===== src/rtl/synth_ctrl_pkg.sv =====
package synth_ctrl_pkg;
  parameter int MAIN_W     = 17;
  parameter int REF_W      = 4;
  parameter int CP_W       = 2;
  parameter int TEST_W     = 3;
  parameter int PORT_W     = 4;
  parameter int DATA_BYTES = 4;
  localparam int CFG_W     = DATA_BYTES * 8;

  // field order is the bit order of the written word, first byte on top
  typedef struct packed {
    logic [MAIN_W-1:0] main_div;
    logic [REF_W-1:0]  ref_div;
    logic [CP_W-1:0]   cp_cur;
    logic              presc_en;
    logic              clk_sel;
    logic [TEST_W-1:0] test_mode;
    logic [PORT_W-1:0] port;
  } cfg_t;

  typedef enum logic [2:0] {
    ST_IDLE, ST_ADDR, ST_ACK_A, ST_WDATA, ST_ACK_W, ST_RDATA, ST_ACK_R
  } st_e;
endpackage


===== src/rtl/i2c_line_sync.sv =====
module i2c_line_sync #(
  parameter int STAGES = 2
) (
  input  logic clk_i,
  input  logic rst_ni,
  input  logic scl_i,
  input  logic sda_i,
  output logic scl_o,
  output logic sda_o,
  output logic scl_rise_o,
  output logic scl_fall_o,
  output logic start_o,
  output logic stop_o
);
  logic [STAGES-1:0] scl_ff, sda_ff;
  logic scl_q, sda_q;

  always_ff @(posedge clk_i or negedge rst_ni) begin
    if (!rst_ni) begin
      scl_ff <= '1;
      sda_ff <= '1;
      scl_q  <= 1'b1;
      sda_q  <= 1'b1;
    end else begin
      scl_ff <= {scl_ff[STAGES-2:0], scl_i};
      sda_ff <= {sda_ff[STAGES-2:0], sda_i};
      scl_q  <= scl_ff[STAGES-1];
      sda_q  <= sda_ff[STAGES-1];
    end
  end

  assign scl_o      = scl_ff[STAGES-1];
  assign sda_o      = sda_ff[STAGES-1];
  assign scl_rise_o = scl_o && !scl_q;
  assign scl_fall_o = !scl_o && scl_q;
  assign start_o    = scl_o && scl_q && sda_q && !sda_o;
  assign stop_o     = scl_o && scl_q && !sda_q && sda_o;
endmodule


===== src/rtl/synth_ctrl_fsm.sv =====
module synth_ctrl_fsm
  import synth_ctrl_pkg::*;
(
  input  logic       clk_i,
  input  logic       rst_ni,
  input  logic       scl_i,
  input  logic       sda_i,
  input  logic       scl_rise_i,
  input  logic       scl_fall_i,
  input  logic       start_i,
  input  logic       stop_i,
  input  logic [6:0] dev_addr_i,
  input  logic [7:0] status_i,
  output logic       sda_oe_o,
  output logic [7:0] byte_o,
  output logic       byte_we_o,
  output logic       commit_o,
  output logic       read_done_o
);
  localparam int BIDX_W = $clog2(DATA_BYTES + 1);

  st_e              st;
  logic [3:0]       cnt;
  logic [7:0]       sh, tx;
  logic             rw, mack;
  logic [BIDX_W-1:0] bidx;

  always_ff @(posedge clk_i or negedge rst_ni) begin
    if (!rst_ni) begin
      st          <= ST_IDLE;
      cnt         <= '0;
      sh          <= '0;
      tx          <= '0;
      rw          <= 1'b0;
      mack        <= 1'b0;
      bidx        <= '0;
      sda_oe_o    <= 1'b0;
      byte_we_o   <= 1'b0;
      commit_o    <= 1'b0;
      read_done_o <= 1'b0;
    end else begin
      byte_we_o   <= 1'b0;
      commit_o    <= 1'b0;
      read_done_o <= 1'b0;
      if (start_i) begin
        st       <= ST_ADDR;
        cnt      <= '0;
        sda_oe_o <= 1'b0;
      end else if (stop_i) begin
        st       <= ST_IDLE;
        sda_oe_o <= 1'b0;
      end else begin
        unique case (st)
          ST_ADDR: begin
            if (scl_rise_i) begin
              sh  <= {sh[6:0], sda_i};
              cnt <= cnt + 4'd1;
            end else if (scl_fall_i && cnt == 4'd8) begin
              cnt <= '0;
              if (sh[7:1] == dev_addr_i) begin
                sda_oe_o <= 1'b1;
                rw       <= sh[0];
                bidx     <= '0;
                st       <= ST_ACK_A;
              end else begin
                st <= ST_IDLE;
              end
            end
          end
          ST_ACK_A: if (scl_fall_i) begin
            if (rw) begin
              tx       <= status_i;
              sda_oe_o <= ~status_i[7];
              st       <= ST_RDATA;
            end else begin
              sda_oe_o <= 1'b0;
              st       <= ST_WDATA;
            end
          end
          ST_WDATA: begin
            if (scl_rise_i) begin
              sh  <= {sh[6:0], sda_i};
              cnt <= cnt + 4'd1;
            end else if (scl_fall_i && cnt == 4'd8) begin
              cnt <= '0;
              if (bidx < BIDX_W'(DATA_BYTES)) begin
                sda_oe_o  <= 1'b1;
                byte_we_o <= 1'b1;
                bidx      <= bidx + 1'b1;
                st        <= ST_ACK_W;
              end else begin
                st <= ST_IDLE;  // overflow byte: no ack
              end
            end
          end
          ST_ACK_W: if (scl_fall_i) begin
            sda_oe_o <= 1'b0;
            st       <= ST_WDATA;
            if (bidx == BIDX_W'(DATA_BYTES)) commit_o <= 1'b1;
          end
          ST_RDATA: begin
            if (scl_rise_i) begin
              cnt <= cnt + 4'd1;
            end else if (scl_fall_i) begin
              if (cnt == 4'd8) begin
                cnt      <= '0;
                sda_oe_o <= 1'b0;
                st       <= ST_ACK_R;
              end else begin
                tx       <= {tx[6:0], 1'b0};
                sda_oe_o <= ~tx[6];
              end
            end
          end
          ST_ACK_R: begin
            if (scl_rise_i) begin
              mack        <= ~sda_i;
              read_done_o <= 1'b1;
            end else if (scl_fall_i) begin
              if (mack) begin
                tx       <= status_i;
                sda_oe_o <= ~status_i[7];
                st       <= ST_RDATA;
              end else begin
                st <= ST_IDLE;
              end
            end
          end
          default: st <= ST_IDLE;
        endcase
      end
    end
  end

  assign byte_o = sh;

  assert_oe_scl_low_R10: assert property (@(posedge clk_i) disable iff (!rst_ni)
    (scl_i && $past(scl_i)) |-> $stable(sda_oe_o));
  assert_ack_on_match_R2: assert property (@(posedge clk_i) disable iff (!rst_ni)
    (st == ST_ACK_A && $past(st) == ST_ADDR) |-> $past(sh[7:1] == dev_addr_i));
  assert_commit_full_R4: assert property (@(posedge clk_i) disable iff (!rst_ni)
    commit_o |-> (bidx == BIDX_W'(DATA_BYTES)));
endmodule


===== src/rtl/synth_ctrl_regs.sv =====
module synth_ctrl_regs
  import synth_ctrl_pkg::*;
(
  input  logic       clk_i,
  input  logic       rst_ni,
  input  logic [7:0] byte_i,
  input  logic       byte_we_i,
  input  logic       commit_i,
  input  logic       read_done_i,
  output cfg_t       cfg_o,
  output logic       por_o
);
  logic [CFG_W-1:0] stage;
  cfg_t             cfg_q;
  logic             por_q;

  always_ff @(posedge clk_i or negedge rst_ni) begin
    if (!rst_ni) begin
      stage <= '0;
      cfg_q <= '0;
      por_q <= 1'b1;
    end else begin
      if (byte_we_i) stage <= {stage[CFG_W-9:0], byte_i};
      if (commit_i)  cfg_q <= cfg_t'(stage);
      if (read_done_i) por_q <= 1'b0;
    end
  end

  assign cfg_o = cfg_q;
  assign por_o = por_q;

  assert_cfg_hold_R4: assert property (@(posedge clk_i) disable iff (!rst_ni)
    !commit_i |=> $stable(cfg_q));
  assert_por_clear_R7: assert property (@(posedge clk_i) disable iff (!rst_ni)
    $fell(por_q) |-> $past(read_done_i));
endmodule


===== src/rtl/synth_ctrl_i2c.sv =====
module synth_ctrl_i2c
  import synth_ctrl_pkg::*;
#(
  parameter logic [4:0] ADDR_BASE   = 5'b11000,
  parameter int         SYNC_STAGES = 2
) (
  input  logic              clk_i,
  input  logic              rst_ni,
  input  logic              scl_i,
  input  logic              sda_i,
  output logic              sda_oe_o,
  input  logic [1:0]        addr_sel_i,
  input  logic              lock_i,
  input  logic [2:0]        port_in_i,
  input  logic [2:0]        adc_code_i,
  output logic [MAIN_W-1:0] main_div_o,
  output logic [REF_W-1:0]  ref_div_o,
  output logic [CP_W-1:0]   cp_cur_o,
  output logic              presc_en_o,
  output logic              clk_sel_o,
  output logic [TEST_W-1:0] test_mode_o,
  output logic [PORT_W-1:0] port_o
);
  logic scl_s, sda_s, scl_rise, scl_fall, start_p, stop_p;
  logic [7:0] wbyte, status;
  logic byte_we, commit, read_done, por;
  cfg_t cfg;

  i2c_line_sync #(.STAGES(SYNC_STAGES)) u_sync (
    .clk_i, .rst_ni, .scl_i, .sda_i,
    .scl_o(scl_s), .sda_o(sda_s), .scl_rise_o(scl_rise), .scl_fall_o(scl_fall),
    .start_o(start_p), .stop_o(stop_p)
  );

  assign status = {por, lock_i, port_in_i, adc_code_i};

  synth_ctrl_fsm u_fsm (
    .clk_i, .rst_ni, .scl_i(scl_s), .sda_i(sda_s),
    .scl_rise_i(scl_rise), .scl_fall_i(scl_fall), .start_i(start_p), .stop_i(stop_p),
    .dev_addr_i({ADDR_BASE, addr_sel_i}), .status_i(status),
    .sda_oe_o, .byte_o(wbyte), .byte_we_o(byte_we), .commit_o(commit),
    .read_done_o(read_done)
  );

  synth_ctrl_regs u_regs (
    .clk_i, .rst_ni, .byte_i(wbyte), .byte_we_i(byte_we), .commit_i(commit),
    .read_done_i(read_done), .cfg_o(cfg), .por_o(por)
  );

  assign main_div_o  = cfg.main_div;
  assign ref_div_o   = cfg.ref_div;
  assign cp_cur_o    = cfg.cp_cur;
  assign presc_en_o  = cfg.presc_en;
  assign clk_sel_o   = cfg.clk_sel;
  assign test_mode_o = cfg.test_mode;
  assign port_o      = cfg.port;
endmodule


===== config.mk =====
export PLATFORM = sky130hd
export DESIGN_NAME = synth_ctrl_i2c
export DESIGN_NICKNAME = d
export VERILOG_FILES = /design/src/rtl/synth_ctrl_pkg.sv /design/src/rtl/i2c_line_sync.sv /design/src/rtl/synth_ctrl_fsm.sv /design/src/rtl/synth_ctrl_regs.sv /design/src/rtl/synth_ctrl_i2c.sv
export SDC_FILE = /design/constraint.sdc
export NUM_CORES = 1
export LEC_CHECK = 0
export ABC_AREA = 0
export CAP_MARGIN = 10
export CORE_MARGIN = 2
export CORE_UTILIZATION = 25
export CTS_BUF_LIST = sky130_fd_sc_hd__clkbuf_8
export CTS_CLUSTER_DIAMETER = 50
export DETAILED_ROUTE_END_ITERATION = 16
export DONT_BUFFER_PORTS = 1
export PLACE_DENSITY = 0.49
export SETUP_SLACK_MARGIN = 0.3
export SYNTH_ARGS = -nofsm -noshare
export SYNTH_HDL_FRONTEND = slang
export SYNTH_SLANG_ARGS = --single-unit

===== constraint.sdc =====
create_clock -name clk_i -period 2.8 [get_ports clk_i]
set_input_delay 0.7 -clock clk_i [delete_from_list [all_inputs] [get_ports clk_i]]
set_output_delay 0.7 -clock clk_i [all_outputs]
set_load 0.01 [all_outputs]

# Word-level counts from Yosys, hierarchy flattened
# Cells that the tools add are included.
dict set report totals {
  inputBits 13
  ff_bits 102
  elab_cells 174
}
dict set report classes {
  add_sub_neg 2
  eq_ne 41
  n_bitwise 6
  reduce_logical 25
  order_cmp 1
  muxes 75
}
# cell count
set ops {}
lappend ops {{$mux 3} 22}
lappend ops {{$mux 7} 8}
lappend ops {{$ne 4x3->1 const B} 12}
lappend ops {{$mux 1} 32}
lappend ops {{$mux 4} 7}
lappend ops {{$reduce_and 11->1} 2}
lappend ops {{$pmux 7 s3} 1}
lappend ops {{$ne 2x1->1 const B} 9}
lappend ops {{$pmux 3 s6} 1}
lappend ops {{$ne 4x4->1 const B} 4}
lappend ops {{$reduce_and 14->1} 1}
lappend ops {{$eq 3x3->1 const B} 4}
lappend ops {{$ne 2x2->1 const B} 6}
lappend ops {{$reduce_and 9->1} 1}
lappend ops {{$logic_and 1x1->1} 8}
lappend ops {{$pmux 4 s2} 1}
lappend ops {{$reduce_and 4->1} 2}
lappend ops {{$reduce_bool 8->1} 1}
lappend ops {{$eq 7x7->1} 1}
lappend ops {{$eq 3x2->1 const B} 2}
lappend ops {{$not 1->1} 6}
lappend ops {{$pmux 1 s6} 1}
lappend ops {{$pmux 3 s2} 1}
lappend ops {{$reduce_and 6->1} 1}
lappend ops {{12 further kinds} 16}

# Logic depth before layout (Yosys ltp)
dict set report logic_depth {
  depth_word 8
  mapped_depth 8
  mapped_depth_nobuf 7
}

# Hierarchy
# A second synthesis with hierarchy kept.
dict set report unflattened {
  cells_unflattened 336
  hier_area_um2 4740.8
}
# mod cells_each area_per_inst_um2 n_inst seq_area_each_um2
set by_module_without_submodules {}
lappend by_module_without_submodules {synth_ctrl_regs 138 2722.6 1 1627.8}
lappend by_module_without_submodules {synth_ctrl_fsm 186 1820.5 1 775.7}
lappend by_module_without_submodules {i2c_line_sync 10 190.2 1 157.7}
lappend by_module_without_submodules {synth_ctrl_i2c 2 7.5 1 0.0}

# Worst setup path before layout
# OpenSTA, ideal clock, no wires.
dict set report synth_path {
  path_kind {reg-to-reg}
  start {register u_sync.scl_q}
  end {register u_fsm.tx[1]}
  n_path_buf 0
  stages_incl_launch_ff 8
  setup_ns 0.125
  t_arrival_ns 1.929
  slack_ns 0.747
  path_cell_list {dfstp_2 > inv_1 > ha_1 > and2b_1 > o22ai_1 > a22o_1 > nor3_4 > mux2_2}
}
dict set report synth_between {
  elab_chain_len 5
}
# element line_no
set synth_lines {}
lappend synth_lines {{start, declared} i2c_line_sync.sv:16} ;# logic scl_q, sda_q;
lappend synth_lines {{start signal, assigned} i2c_line_sync.sv:27} ;# scl_q <= scl_ff[STAGES-1];
lappend synth_lines {{parallel branches: the longest is 4 deep, another holds $ne 2x2->1} n/a}
lappend synth_lines {{$reduce_and 11->1 (no source line) (*)} n/a}
lappend synth_lines {{end signal, assigned} synth_ctrl_fsm.sv:72} ;# tx <= status_i;
lappend synth_lines {{end signal, assigned} synth_ctrl_fsm.sv:110} ;# tx <= {tx[6:0], 1'b0};
lappend synth_lines {{end signal, assigned} synth_ctrl_fsm.sv:121} ;# tx <= status_i;
lappend synth_lines {{end, declared} synth_ctrl_fsm.sv:24} ;# logic [7:0] sh, tx;
# Every way passes the cells marked *.
# A chain may end at the register's enable or synchronous reset.

# Worst setup path in the final report
dict set report layout_path {
  start {register u_sync.scl_q}
  end {register u_fsm.tx[4]}
}
# Same word-level chain as after synthesis.

==> metrics.md <==
| Metric | Value |
|---|---|
| Status | finished, violations left |
| Failing checks | hold timing |
| Num CTS Buffers | 9 |
| N_diodes | 0 |
| Final Hold Viols | 5 |
| Hold WS | -0.00825 ns |
| Reg2reg path depth | 7 |
| Syn avg cell area | 13.5 µm² |
| Die area | 19,000 µm² |
| Crit path launch | u_sync.scl_q |
| Post-Route WL | 8.49 mm |
| GPL Wtd Cong | 0.831 |
| PortBufs | 0 |
| Core region area | 17,400 µm² |
| CTS clk-pin slew, worst paths | 0.11 ns |
| Fmax | 424 MHz |
| Period minus WS final | 2.36 ns |
| Vias/cell | 4.62 |
| Residual DRC | 0 |
| Initial antenna violation count | 0 |
| Power density over the cells | 706 nW/µm² |
| Async SR Flop Fraction | 100% |
| Critical path startpoint category | flop |
| Initial DRC Count | 100 |
| Clock buffer depth | 2 |
| Worst r2r src | u_sync.scl_q |
| Crit path capture type | flop |
| Nets | 351 |
| Netlist cell types | 57 |
| Max Clock Skew | 0.0129 ns |
| Area of the multi-input gates | 1800 µm² |
| Total Power | 3.46 mW |
| Layout cells sized above 1 | 35.7% |
| Arrival time worst endpoint | 2.63 ns |
| Clk_lat worst skew | 0.38 ns |
| Total GRT Usage | 9.74% |
| Non-Filler Instances | 561 |
| Worst slew pin tran | 0.595 ns |
| Initial Util | 25.7% |
| Critical path peak fanout | 8 |
| Layout Utilization | 28.2% |
| Seq/Total Area, Yosys | 57.2% |
| Mean routed wirelength per cell | 15.1 µm |
| Hpwl dp | 5.66 mm |
| Critical path data required time | 3.07 ns |
| Slew margin rel. | 60.4% |
| Gates resized, CTS repair | 0 |
| EDFF count, synth | 0 |
| RR Endpoint | u_fsm.tx[4] |
| Grt total ovfl | 0 |
| Final number of setup-violating endpoints | 0 |
| First-pass GRT wire length | 14.1 mm |
| Synth warnings | 0 |
| R2r setup slk | 0.44 ns |
| Die height | 138 µm |
| Synthesized flop and latch total | 102 |
| DRT Pass-1 Iters | 4 |
| Critical path endpoint | u_fsm.tx[4] |
| Max-cap violations | 0 |
| Min-Delay Path Class | in -> async |
| Most common cell after layout, fill and taps aside | dfrtp_1 |
| Sequential cell area | 2560 µm² |
| Crit share post-route | 84.3% |
| I/O pin total | 46 |
| Setup TNS | 0 ns |
| CTS root buf | clkbuf_8 |
| Vias in the first global route | 2,699 |
| Post-synth net total | 352 |
| Num rows | 48 |
| Maximum VDD drop | 0.236 mV |
| Commonest cells after routing, fill and taps aside | 95 x dfrtp_1, 84 x mux2_2, 13 x inv_1, 13 x nand2_1, 12 x o21ai_0 |
| Clock sinks | 102 |
| DR vias | 2,592 |
| Setup Buffers After CTS | 0 |
| WS Path Type | reg -> reg |
| Cells after DPL | 545 |
| Chip width | 138 µm |
| H-tree levels | 3 |
| Final Max Slew Viols | 0 |
| Synth Instances | 332 |
| Largest net degree at the start of global routing | 103 |
| Layout area overhead | 9.44% |
| Fill count | 1,788 |
| Lkg Pwr | 2.28 nW |
| Synth Flop Type | dfrtp_1 |
| TritonCTS clock tree | yes |
| Antenna-violating nets left | 0 |
| Unrepaired setup endpoints after global routing | false |
| Netlist area before placement | 4480 µm² |
## power breakdown
| part | switching [mW] | internal [mW] |
|---|---|---|
| combinational | 0.371 | 0.341 |
| clock | 0.563 | 0.345 |
| sequential | 0.212 | 1.63 |
| total | 1.15 | 2.31 |
## logic make-up after synthesis
group,count (synthesis),share of synthesized area [%]
compound gates,42,7.12
mux,87,21.8
simple gates,63,8.71
xor+xnor,3,0.587
flops,102,57.2
fa+ha+maj,7,1.95
buf+inv,28,2.68
## routing by layer
layer / vias up / track usage [%] / wire (µm)
li1: 1195 / - / -
met1: 1320 / 12.1 / 3720
met2: 63 / 15.0 / 3960
met3: 14 / 3.51 / 601
met4: 0 / 4.76 / 201
met5: - / 0 / 0
## per-stage QoR
step	setup slack, ns	area, µm²
final	0.439	4900
after global routing	0.371	4900
after CTS	0.452	4900
after global placement	0.545	4710
after floorplan	0.747	4480
after detailed placement	0.476	4710
## state kept, by name (all words and copies together) (netlist names), 2 cells and up
name	count
u_fsm.cnt	4
u_fsm.tx	7
u_regs.cfg_o	32
u_regs.stage	32
u_fsm.bidx	3
u_sync.sda_ff	2
u_fsm.st	3
u_sync.scl_ff	2
u_fsm.byte_o	8
## area by class of cell
| class | instances | share of cell area [%] |
|---|---|---|
| tap | 225 | 5.74 |
| clock buffer | 9 | 2.53 |
| timing repair buffer | 3 | 0.459 |
| inverter | 13 | 0.995 |
| multi-input combinational | 202 | 36.7 |
| clock inverter | 7 | 1.35 |
| sequential | 102 | 52.2 |
## Yosys cell counts (all sizes together), types with 2 or more instances
master	count	area, µm²
a21o	2	15.0
a21oi	7	35.0
and3	3	18.8
buf	11	56.3
clkbuf	4	15.0
dfrtp	95	2380
dfstp	7	184
ha	7	87.6
inv	13	48.8
mux2	84	946
mux2i	3	30.0
nand2	13	48.8
nand2b	6	40.0
nand3	6	35.0
nand4	5	31.3
nor2	6	22.5
nor2b	3	18.8
nor3	5	36.3
nor3b	3	22.5
nor4	4	40.0
o211a	2	20.0
o21ai	13	65.1
o22ai	2	12.5
o32ai	2	36.3
xor2	3	26.3
## worst min path at each step
stage,startpoint,endpoint,cells past startpoint
after floorplan,u_fsm.read_done_o,u_regs.por_o,1
after detailed placement,u_sync.sda_ff[0],u_sync.sda_ff[1],0
after global placement,u_sync.scl_ff[0],u_sync.scl_ff[1],0
after global routing,rst_ni,u_fsm.cnt[2],0
after CTS,rst_ni,u_fsm.cnt[3],0
final,rst_ni,u_fsm.cnt[3],0
## worst max-delay path: stages, from the launching register on
cell     delay, ns
dfstp_2       0.56
inv_1         0.04
ha_1          0.26
and2b_1       0.27
o22ai_1       0.10
a22o_1        0.25
nor3_4        0.38
mux2_2        0.38
Power figures use the tool's default switching activity.
